<file path="config.mk">
export PLATFORM = sky130hd
export DESIGN_NAME = char_io_port
export DESIGN_NICKNAME = d
export VERILOG_FILES = /design/src/rtl/char_io_pkg.sv /design/src/rtl/cio_reset_sync.sv /design/src/rtl/cio_in_chan.sv /design/src/rtl/cio_out_chan.sv /design/src/rtl/cio_regs.sv /design/src/rtl/char_io_port.sv
export SDC_FILE = /design/constraint.sdc
export NUM_CORES = 1
export LEC_CHECK = 0
export ABC_CLOCK_PERIOD_IN_PS = 1100
export CAP_MARGIN = 40
export CORE_MARGIN = 4
export CORE_UTILIZATION = 35
export CTS_CLUSTER_DIAMETER = 60
export DETAILED_ROUTE_END_ITERATION = 12
export DONT_BUFFER_PORTS = 1
export SYNTH_ARGS = -nofsm -noshare
export SYNTH_HDL_FRONTEND = slang
export SYNTH_SLANG_ARGS = --single-unit
export TNS_END_PERCENT = 1
</file>
<file path="constraint.sdc">
create_clock -name clk -period 1.1 [get_ports clk]
set_input_delay 0.055 -clock clk [delete_from_list [all_inputs] [get_ports clk]]
set_output_delay 0.055 -clock clk [all_outputs]
set_load 0.03 [all_outputs]
</file>
<file path="src/rtl/char_io_pkg.sv">
package char_io_pkg;
  localparam int OFS_IN_STAT  = 0;
  localparam int OFS_IN_DATA  = 1;
  localparam int OFS_OUT_STAT = 2;
  localparam int OFS_OUT_DATA = 3;
  localparam int OFS_CTRL     = 4;
  localparam int RDY_BIT      = 3;
  localparam int OVR_BIT      = 4;
  localparam int IEN_IN_BIT   = 2;
  localparam int IEN_OUT_BIT  = 1;
endpackage

</file>
<file path="src/rtl/cio_reset_sync.sv">
module cio_reset_sync #(
  parameter int STAGES = 2
) (
  input  logic clk,
  input  logic rst_n,
  output logic rst_q_n
);
  logic [STAGES-1:0] sr;
  always_ff @(posedge clk or negedge rst_n) begin
    if (!rst_n) sr <= '0;
    else        sr <= {sr[STAGES-2:0], 1'b1};
  end
  assign rst_q_n = sr[STAGES-1];
endmodule

</file>
<file path="src/rtl/cio_in_chan.sv">
module cio_in_chan #(
  parameter int DW = 8
) (
  input  logic          clk,
  input  logic          rst_n,
  input  logic          dev_vld,
  input  logic [DW-1:0] dev_char,
  input  logic          rd_data_p,
  input  logic          rd_stat_p,
  output logic          rdy,
  output logic          ovr,
  output logic [DW-1:0] data
);
  logic          rdy_n, ovr_n;
  logic [DW-1:0] data_n;
  logic          data_en;

  always_comb begin
    rdy_n = rdy;
    if (rd_data_p) rdy_n = 1'b0;
    if (dev_vld)   rdy_n = 1'b1;
    ovr_n = ovr;
    if (rd_stat_p) ovr_n = 1'b0;
    if (dev_vld && rdy && !rd_data_p) ovr_n = 1'b1;
    data_en = dev_vld;
    data_n  = dev_char;
  end

  always_ff @(posedge clk or negedge rst_n) begin
    if (!rst_n) begin
      rdy <= 1'b0;
      ovr <= 1'b0;
    end else begin
      rdy <= rdy_n;
      ovr <= ovr_n;
    end
  end

  always_ff @(posedge clk or negedge rst_n) begin
    if (!rst_n)       data <= '0;
    else if (data_en) data <= data_n;
  end
endmodule

</file>
<file path="src/rtl/cio_out_chan.sv">
module cio_out_chan #(
  parameter int DW  = 8,
  parameter int LAT = 5
) (
  input  logic          clk,
  input  logic          rst_n,
  input  logic          wr_p,
  input  logic [DW-1:0] wdata,
  output logic          rdy,
  output logic [DW-1:0] disp_char,
  output logic          disp_strobe
);
  localparam int CW = (LAT > 1) ? $clog2(LAT) : 1;
  localparam logic [CW-1:0] LOAD = CW'(LAT - 1);

  logic [CW-1:0] cnt, cnt_n;
  logic          rdy_n, cnt_en;

  always_comb begin
    rdy_n  = rdy;
    cnt_n  = cnt;
    cnt_en = 1'b0;
    if (wr_p) begin
      rdy_n  = 1'b0;
      cnt_n  = LOAD;
      cnt_en = 1'b1;
    end else if (!rdy) begin
      if (cnt == '0) rdy_n = 1'b1;
      else begin
        cnt_n  = cnt - 1'b1;
        cnt_en = 1'b1;
      end
    end
  end

  always_ff @(posedge clk or negedge rst_n) begin
    if (!rst_n) begin
      rdy         <= 1'b1;
      disp_strobe <= 1'b0;
    end else begin
      rdy         <= rdy_n;
      disp_strobe <= wr_p;
    end
  end

  always_ff @(posedge clk or negedge rst_n) begin
    if (!rst_n)      cnt <= '0;
    else if (cnt_en) cnt <= cnt_n;
  end

  always_ff @(posedge clk or negedge rst_n) begin
    if (!rst_n)    disp_char <= '0;
    else if (wr_p) disp_char <= wdata;
  end
endmodule

</file>
<file path="src/rtl/cio_regs.sv">
module cio_regs
  import char_io_pkg::*;
#(
  parameter int AW = 3,
  parameter int DW = 8
) (
  input  logic          clk,
  input  logic          rst_n,
  input  logic          sel,
  input  logic          rd,
  input  logic          wr,
  input  logic [AW-1:0] addr,
  input  logic [DW-1:0] wdata,
  input  logic          in_rdy,
  input  logic          in_ovr,
  input  logic [DW-1:0] in_data,
  input  logic          out_rdy,
  output logic [DW-1:0] rdata,
  output logic          rd_data_p,
  output logic          rd_stat_p,
  output logic          wr_out_p,
  output logic          ien_in,
  output logic          ien_out,
  output logic          irq
);
  localparam logic [AW-1:0] A_IN_STAT  = AW'(OFS_IN_STAT);
  localparam logic [AW-1:0] A_IN_DATA  = AW'(OFS_IN_DATA);
  localparam logic [AW-1:0] A_OUT_STAT = AW'(OFS_OUT_STAT);
  localparam logic [AW-1:0] A_OUT_DATA = AW'(OFS_OUT_DATA);
  localparam logic [AW-1:0] A_CTRL     = AW'(OFS_CTRL);

  logic ctrl_we;
  logic ien_in_n, ien_out_n;

  always_comb begin
    rd_data_p = sel && rd && (addr == A_IN_DATA);
    rd_stat_p = sel && rd && (addr == A_IN_STAT);
    wr_out_p  = sel && wr && (addr == A_OUT_DATA);
    ctrl_we   = sel && wr && (addr == A_CTRL);
    ien_in_n  = wdata[IEN_IN_BIT];
    ien_out_n = wdata[IEN_OUT_BIT];
  end

  always_ff @(posedge clk or negedge rst_n) begin
    if (!rst_n) begin
      ien_in  <= 1'b0;
      ien_out <= 1'b0;
    end else if (ctrl_we) begin
      ien_in  <= ien_in_n;
      ien_out <= ien_out_n;
    end
  end

  always_comb begin
    rdata = '0;
    unique case (addr)
      A_IN_STAT: begin
        rdata[RDY_BIT] = in_rdy;
        rdata[OVR_BIT] = in_ovr;
      end
      A_IN_DATA:  rdata = in_data;
      A_OUT_STAT: rdata[RDY_BIT] = out_rdy;
      A_CTRL: begin
        rdata[IEN_IN_BIT]  = ien_in;
        rdata[IEN_OUT_BIT] = ien_out;
      end
      default: rdata = '0;
    endcase
  end

  assign irq = (in_rdy && ien_in) || (out_rdy && ien_out);
endmodule

</file>
<file path="src/rtl/char_io_port.sv">
module char_io_port #(
  parameter int AW       = 3,
  parameter int DW       = 8,
  parameter int DISP_LAT = 5,
  parameter int SYNC_STG = 2
) (
  input  logic          clk,
  input  logic          rst_n,
  input  logic          bus_sel,
  input  logic          bus_rd,
  input  logic          bus_wr,
  input  logic [AW-1:0] bus_addr,
  input  logic [DW-1:0] bus_wdata,
  output logic [DW-1:0] bus_rdata,
  input  logic          kbd_valid,
  input  logic [DW-1:0] kbd_char,
  output logic [DW-1:0] disp_char,
  output logic          disp_strobe,
  output logic          irq
);
  logic          rst_q_n;
  logic          in_rdy, in_ovr, out_rdy;
  logic [DW-1:0] in_data;
  logic          rd_data_p, rd_stat_p, wr_out_p;
  logic          ien_in, ien_out;

  cio_reset_sync #(.STAGES(SYNC_STG)) u_rst (
    .clk(clk), .rst_n(rst_n), .rst_q_n(rst_q_n)
  );

  cio_in_chan #(.DW(DW)) u_in (
    .clk(clk), .rst_n(rst_q_n), .dev_vld(kbd_valid), .dev_char(kbd_char),
    .rd_data_p(rd_data_p), .rd_stat_p(rd_stat_p),
    .rdy(in_rdy), .ovr(in_ovr), .data(in_data)
  );

  cio_out_chan #(.DW(DW), .LAT(DISP_LAT)) u_out (
    .clk(clk), .rst_n(rst_q_n), .wr_p(wr_out_p), .wdata(bus_wdata),
    .rdy(out_rdy), .disp_char(disp_char), .disp_strobe(disp_strobe)
  );

  cio_regs #(.AW(AW), .DW(DW)) u_regs (
    .clk(clk), .rst_n(rst_q_n), .sel(bus_sel), .rd(bus_rd), .wr(bus_wr),
    .addr(bus_addr), .wdata(bus_wdata), .in_rdy(in_rdy), .in_ovr(in_ovr),
    .in_data(in_data), .out_rdy(out_rdy), .rdata(bus_rdata),
    .rd_data_p(rd_data_p), .rd_stat_p(rd_stat_p), .wr_out_p(wr_out_p),
    .ien_in(ien_in), .ien_out(ien_out), .irq(irq)
  );
endmodule

</file>
## Word level (Yosys, flattened, before mapping)

Cells that the tools add are included.

- Register bits after elaboration: 27
- Input bits: 25
- Output and inout bits: 18
- Word-level logic and storage cells: 52

- Add/subtract/negate cells: 1
- Eq/ne operators: 6
- Mux-type cells: 18
- Reduce and logical (&&, ||, !) cells: 17

Operators with widths:

| cell | number |
|---|---|
| $mux 3 | 4 |
| $mux 1 | 11 |
| $logic_and 1x1->1 | 10 |
| $eq 3x2->1 const B | 2 |
| $logic_not 3->1 | 2 |
| $ne 2x1->1 const B | 2 |
| $pmux 2 s2 | 1 |
| $reduce_bool 2->1 | 2 |
| $eq 3x1->1 const B | 1 |
| $eq 3x3->1 const B | 1 |
| $pmux 1 s3 | 1 |
| $reduce_and 3->1 | 1 |
| $sub 3x1->3 const B | 1 |
| $pmux 1 s2 | 1 |
| $logic_not 1->1 | 1 |
| $logic_or 1x1->1 | 1 |

## Longest topological paths before layout

- Depth in word-level cells: 5
- Gate-level depth with buffers: 5
- Gate-level depth less buffers: 5

## Modules after synthesis

From an unflattened synthesis, not the netlist that was laid out.

- Cells, all modules: 93
- Area, all modules: 1,232.4 um^2

By module, submodules not included:

| module | times used | cells each | area each (um^2) | sequential area each (um^2) |
|---|---|---|---|---|
| cio_out_chan | 1 | 39 | 534.3 | 326.6 |
| cio_in_chan | 1 | 23 | 407.9 | 250.2 |
| cio_regs | 1 | 28 | 236.5 | 50.0 |
| cio_reset_sync | 1 | 3 | 53.8 | 50.0 |

## Worst setup path after synthesis

No wires, ideal clock.

- Kind: flip-flop to output port
- Start point: register u_out.rdy
- End point: output port bus_rdata[3]
- Arrival time: 1.170 ns
- Required time: 1.045 ns
- Slack: -0.125 ns
- Stages on the path, launching flop included: 4
- Path buffers: 0
- Cell sequence: dfstp_2 > nand2_1 > o22a_1 > nor2_1

- Word-level cells in the longest chain between the ends: 1

Ends and longest elaborated chain:

| element | RTL line | source |
|---|---|---|
| from (decl) | cio_out_chan.sv:9 | `output logic rdy,` |
| from (signal assigned) | cio_out_chan.sv:41 | `rdy <= rdy_n;` |
| $pmux 1 s3 | cio_regs.sv:56 | `unique case (addr)` |
| to (decl) | char_io_port.sv:14 | `output logic [DW-1:0] bus_rdata,` |

Every way passes these cells.

## Worst setup path after layout

Same ends and word-level chain as after synthesis.

==> summary.md <==
| Metric | Value |
|---|---|
| Run status | `finished, violations left` |
| Failing checks | `setup timing` |
| Post-synth net total | `about 120` |
| CTS root buf | `clkbuf_4` |
| Post-Layout Cell Count | `roughly 180` |
| # nets final | `161` |
| Pin count of the biggest net entering global routing | `15` |
| Reg power frac | `about 47%` |
| Starting DRT DRC Count | `48` |
| Share of the synthesized area in the top cell type | `54.0%` |
| NetSw | `0.937 mW` |
| Cell Area, Synth | `1200 µm²` |
| Largest area contributor in the netlist | `dfrtp_1` |
| Max Slew Vio Count | `0` |
| CTS tree | `yes` |
| Final Hold Fails | `0` |
| Worst Clk Skew | `0.00104 ns` |
| Port Buffers | `0` |
| WHS | `0.0300 ns` |
| Placer Congestion | `between 0.7 and 0.8` |
| Synth warnings | `0` |
| Worst Setup End Kind | `output pin` |
| Initial antenna violation count | `0` |
| Row count | `21` |
| Antenna Cells | `0` |
| Pwr Total | `2.84 mW` |
| Worst VDD drop | `around 1.4 mV` |
| Initial Util | `36.1%` |
| Routed Antenna Nets | `0` |
| Slew @ Worst Pin | `0.499 ns` |
| Number of global-route vias before repair | `~960` |
| FF+latch count, synth | `27` |
| Area of the multi-input gates | `553 µm²` |
| Synth-to-Final Area Change | `42.0%` |
| Critical Path AT | `1.31 ns` |
| Vias | `886` |
| Vias/cell | `4.95` |
| CP startpoint kind | `flip-flop` |
| Final setup TNS | `-1.25 ns` |
| Setup CP Type | `flip-flop to output pin` |
| Fraction of registers with async set or reset after synthesis | `100%` |
| # fillers | `288` |
| Worst-skew pair later-pin latency | `0.32 ns` |
| CTS Buffer Depth | `2` |
| Prevailing post-synth register cell | `dfrtp_1` |
| Switch share | `33.1%` |
| Ports | `43` |
| Total of max-cap violations | `0` |
| Crit share post-route | `124%` |
| Logic pwr share | `38.7%` |
| Crit path required time | `1.04 ns` |
| Placed insts | `148` |
| Die area | `4450 µm²` |
| Die H | `66.7 µm` |
| Min Tclk post-route | `~1.4 ns` |
| Power Density | `around 1700 nW/µm²` |
| Mean cell area of the mapped netlist | `13.4 µm²` |
| Final worst slack | `-0.263 ns` |
| CTS clk-pin slew, worst paths | `~0.13 ns` |
| Clock power share | `14.5%` |
| Largest cells by area after synthesis | `dfrtp_1 54%, mux2_2 12%, mux2_4 6.2%` |
| Util after Layout | `51.3%` |
| Mapped Cells | `90` |
| Top-count cell post-synth | `dfrtp_1` |
| Final wirelength | `2780 µm` |
| DR WL/cell | `roughly 16 µm` |
| Total gr overflow | `0` |
| Setup violators final | `9` |
| Maximum fanout along the worst path | `2` |
| F_max | `0.734 GHz` |
| Detailed placer's ending HPWL | `roughly 1900 µm` |
| Post-synth EDFFs | `0` |
| Cell Int Power | `1.90 mW` |
| Remaining DRCs | `0` |
| CTS Buf Count | `3` |
| Max-slew headroom | `66.6%` |
| DIE WIDTH | `roughly 67 µm` |
| Register Area | `about 680 µm²` |
| Placeable Area | `between 3000 and 4000 µm²` |
| Fraction of layout cells with a size suffix above 1 | `42.9%` |
| Synth top cells by count | `26 x dfrtp_1, 13 x mux2_2, 6 x nor2_1` |
| RSZ-0062 raised after global routing | `true` |
| GRT Overall Usage | `between 10% and 20%` |
| First-pass GRT wire length | `about 4200 µm` |
| Clock sinks | `27` |
| Lkg Pwr | `about 0.76 nW` |
| Drt pass-1 iters | `4` |
| Library cells used by synthesis | `31` |
| Htree depth | `1` |
| Type of the most critical hold path | `primary input to flip-flop` |
| Post-synthesis sequential area ratio | `56.2%` |
flip-flops by register name, indices dropped and copies added, names as in the netlist:
register           flops
u_in.data              8
u_in.ovr               1
u_in.rdy               1
u_out.cnt              3
u_out.disp_char        8
u_out.disp_strobe      1
u_out.rdy              1
u_regs.ien_in          1
u_regs.ien_out         1
u_rst.sr               2
cells by family (layout without fill, tap and decap cells):
family,after synthesis,in the layout,share of synthesized area [%]
AO/OA/AOI/OAI,11,11,6.54
flip-flops,27,27,56.2
multiplexers,20,20,20.0
AND/OR/NAND/NOR,23,23,11.3
buffers and inverters,6,49,3.53
adder cells (fa/ha/maj),2,2,2.08
other,1,1,0.311
path summary, 6_finish.rpt:
| path | start | endpoint | slack [ns] | cells after the start |
|---|---|---|---|---|
| setup / recovery | u_out.rdy | bus_rdata[3] | -0.26 | 4 |
| hold / removal | bus_sel | u_out.disp_strobe | 0.03 | 1 |
| setup reg to reg | u_out.rdy | u_out.cnt[1] | -0.24 | 5 |
| hold reg to reg | u_rst.sr[1] | u_regs.ien_out | 0.12 | 0 |
| max in group asynchronous | rst_n | u_rst.sr[1] | 0.49 | 2 |
| min in group asynchronous | u_rst.sr[1] | u_regs.ien_out | 0.12 | 0 |
timing repair:
action / in CTS / in global routing
gates resized for setup: 5 / 13
pin swaps: 7 / 1
endpoints found under the setup margin: 9 / 15
endpoints found under the hold margin: 23 / 2
hold buffers: 24 / 1
setup buffers: 2 / 0
layer usage:
layer	track usage (%)	part of all wire, %	vias up
met4	2.03	0.90	0
met3	5.06	9.3	5
met5	0	0	-
li1	-	-	407
met1	12.7	38	431
met2	24.1	51	43
cell usage in the layout, fill, tap and decap left out, types with 2 or more instances in the layout:
cell type	Yosys	layout
inv_2	0	2
nor2_2	0	2
nor2_1	6	4
and3_2	0	4
mux2_4	5	7
dlygate4sd3_1	0	25
o21ai_0	2	2
mux2_2	13	11
dfrtp_1	26	26
mux2i_1	2	2
buf_4	0	17
nor3_1	2	2
nand4b_1	2	2
clkbuf_4	0	3
power groups by stage:
| stage | clock network (mW) | registers, mW | logic [mW] |
|---|---|---|---|
| floorplan | 0 | 1.46 | 0.445 |
| global placement | 0 | 1.32 | 0.798 |
| detailed placement | 0 | 1.33 | 0.860 |
| CTS | 0.431 | 1.31 | 1.02 |
| finish | 0.411 | 1.33 | 1.10 |
| global route | 0.486 | 1.35 | 1.18 |
critical path, cell delays in order (launching register included):
cell,delay [ns]
dfstp_2,0.56
nand2_1,0.05
o22a_1,0.16
nor2_2,0.09
buf_6,0.14
final cells by class:
cell class,instances,share of cell area [%]
flip-flops and latches,27,39.6
inverters,2,0.439
multi-input cells,57,32.3
well taps,46,3.37
repair buffers,43,22.8
clock buffers,4,1.54
per-stage QoR:
| step | setup WS, ns | area (µm²) |
|---|---|---|
| finish | -0.263 | 1710 |
| global route | -0.319 | 1710 |
| CTS | -0.291 | 1660 |
| detailed placement | -0.186 | 1360 |
| global placement | -0.0942 | 1360 |
| floorplan | -0.0836 | 1210 |
No activity file was read; power rests on OpenSTA's default activity.
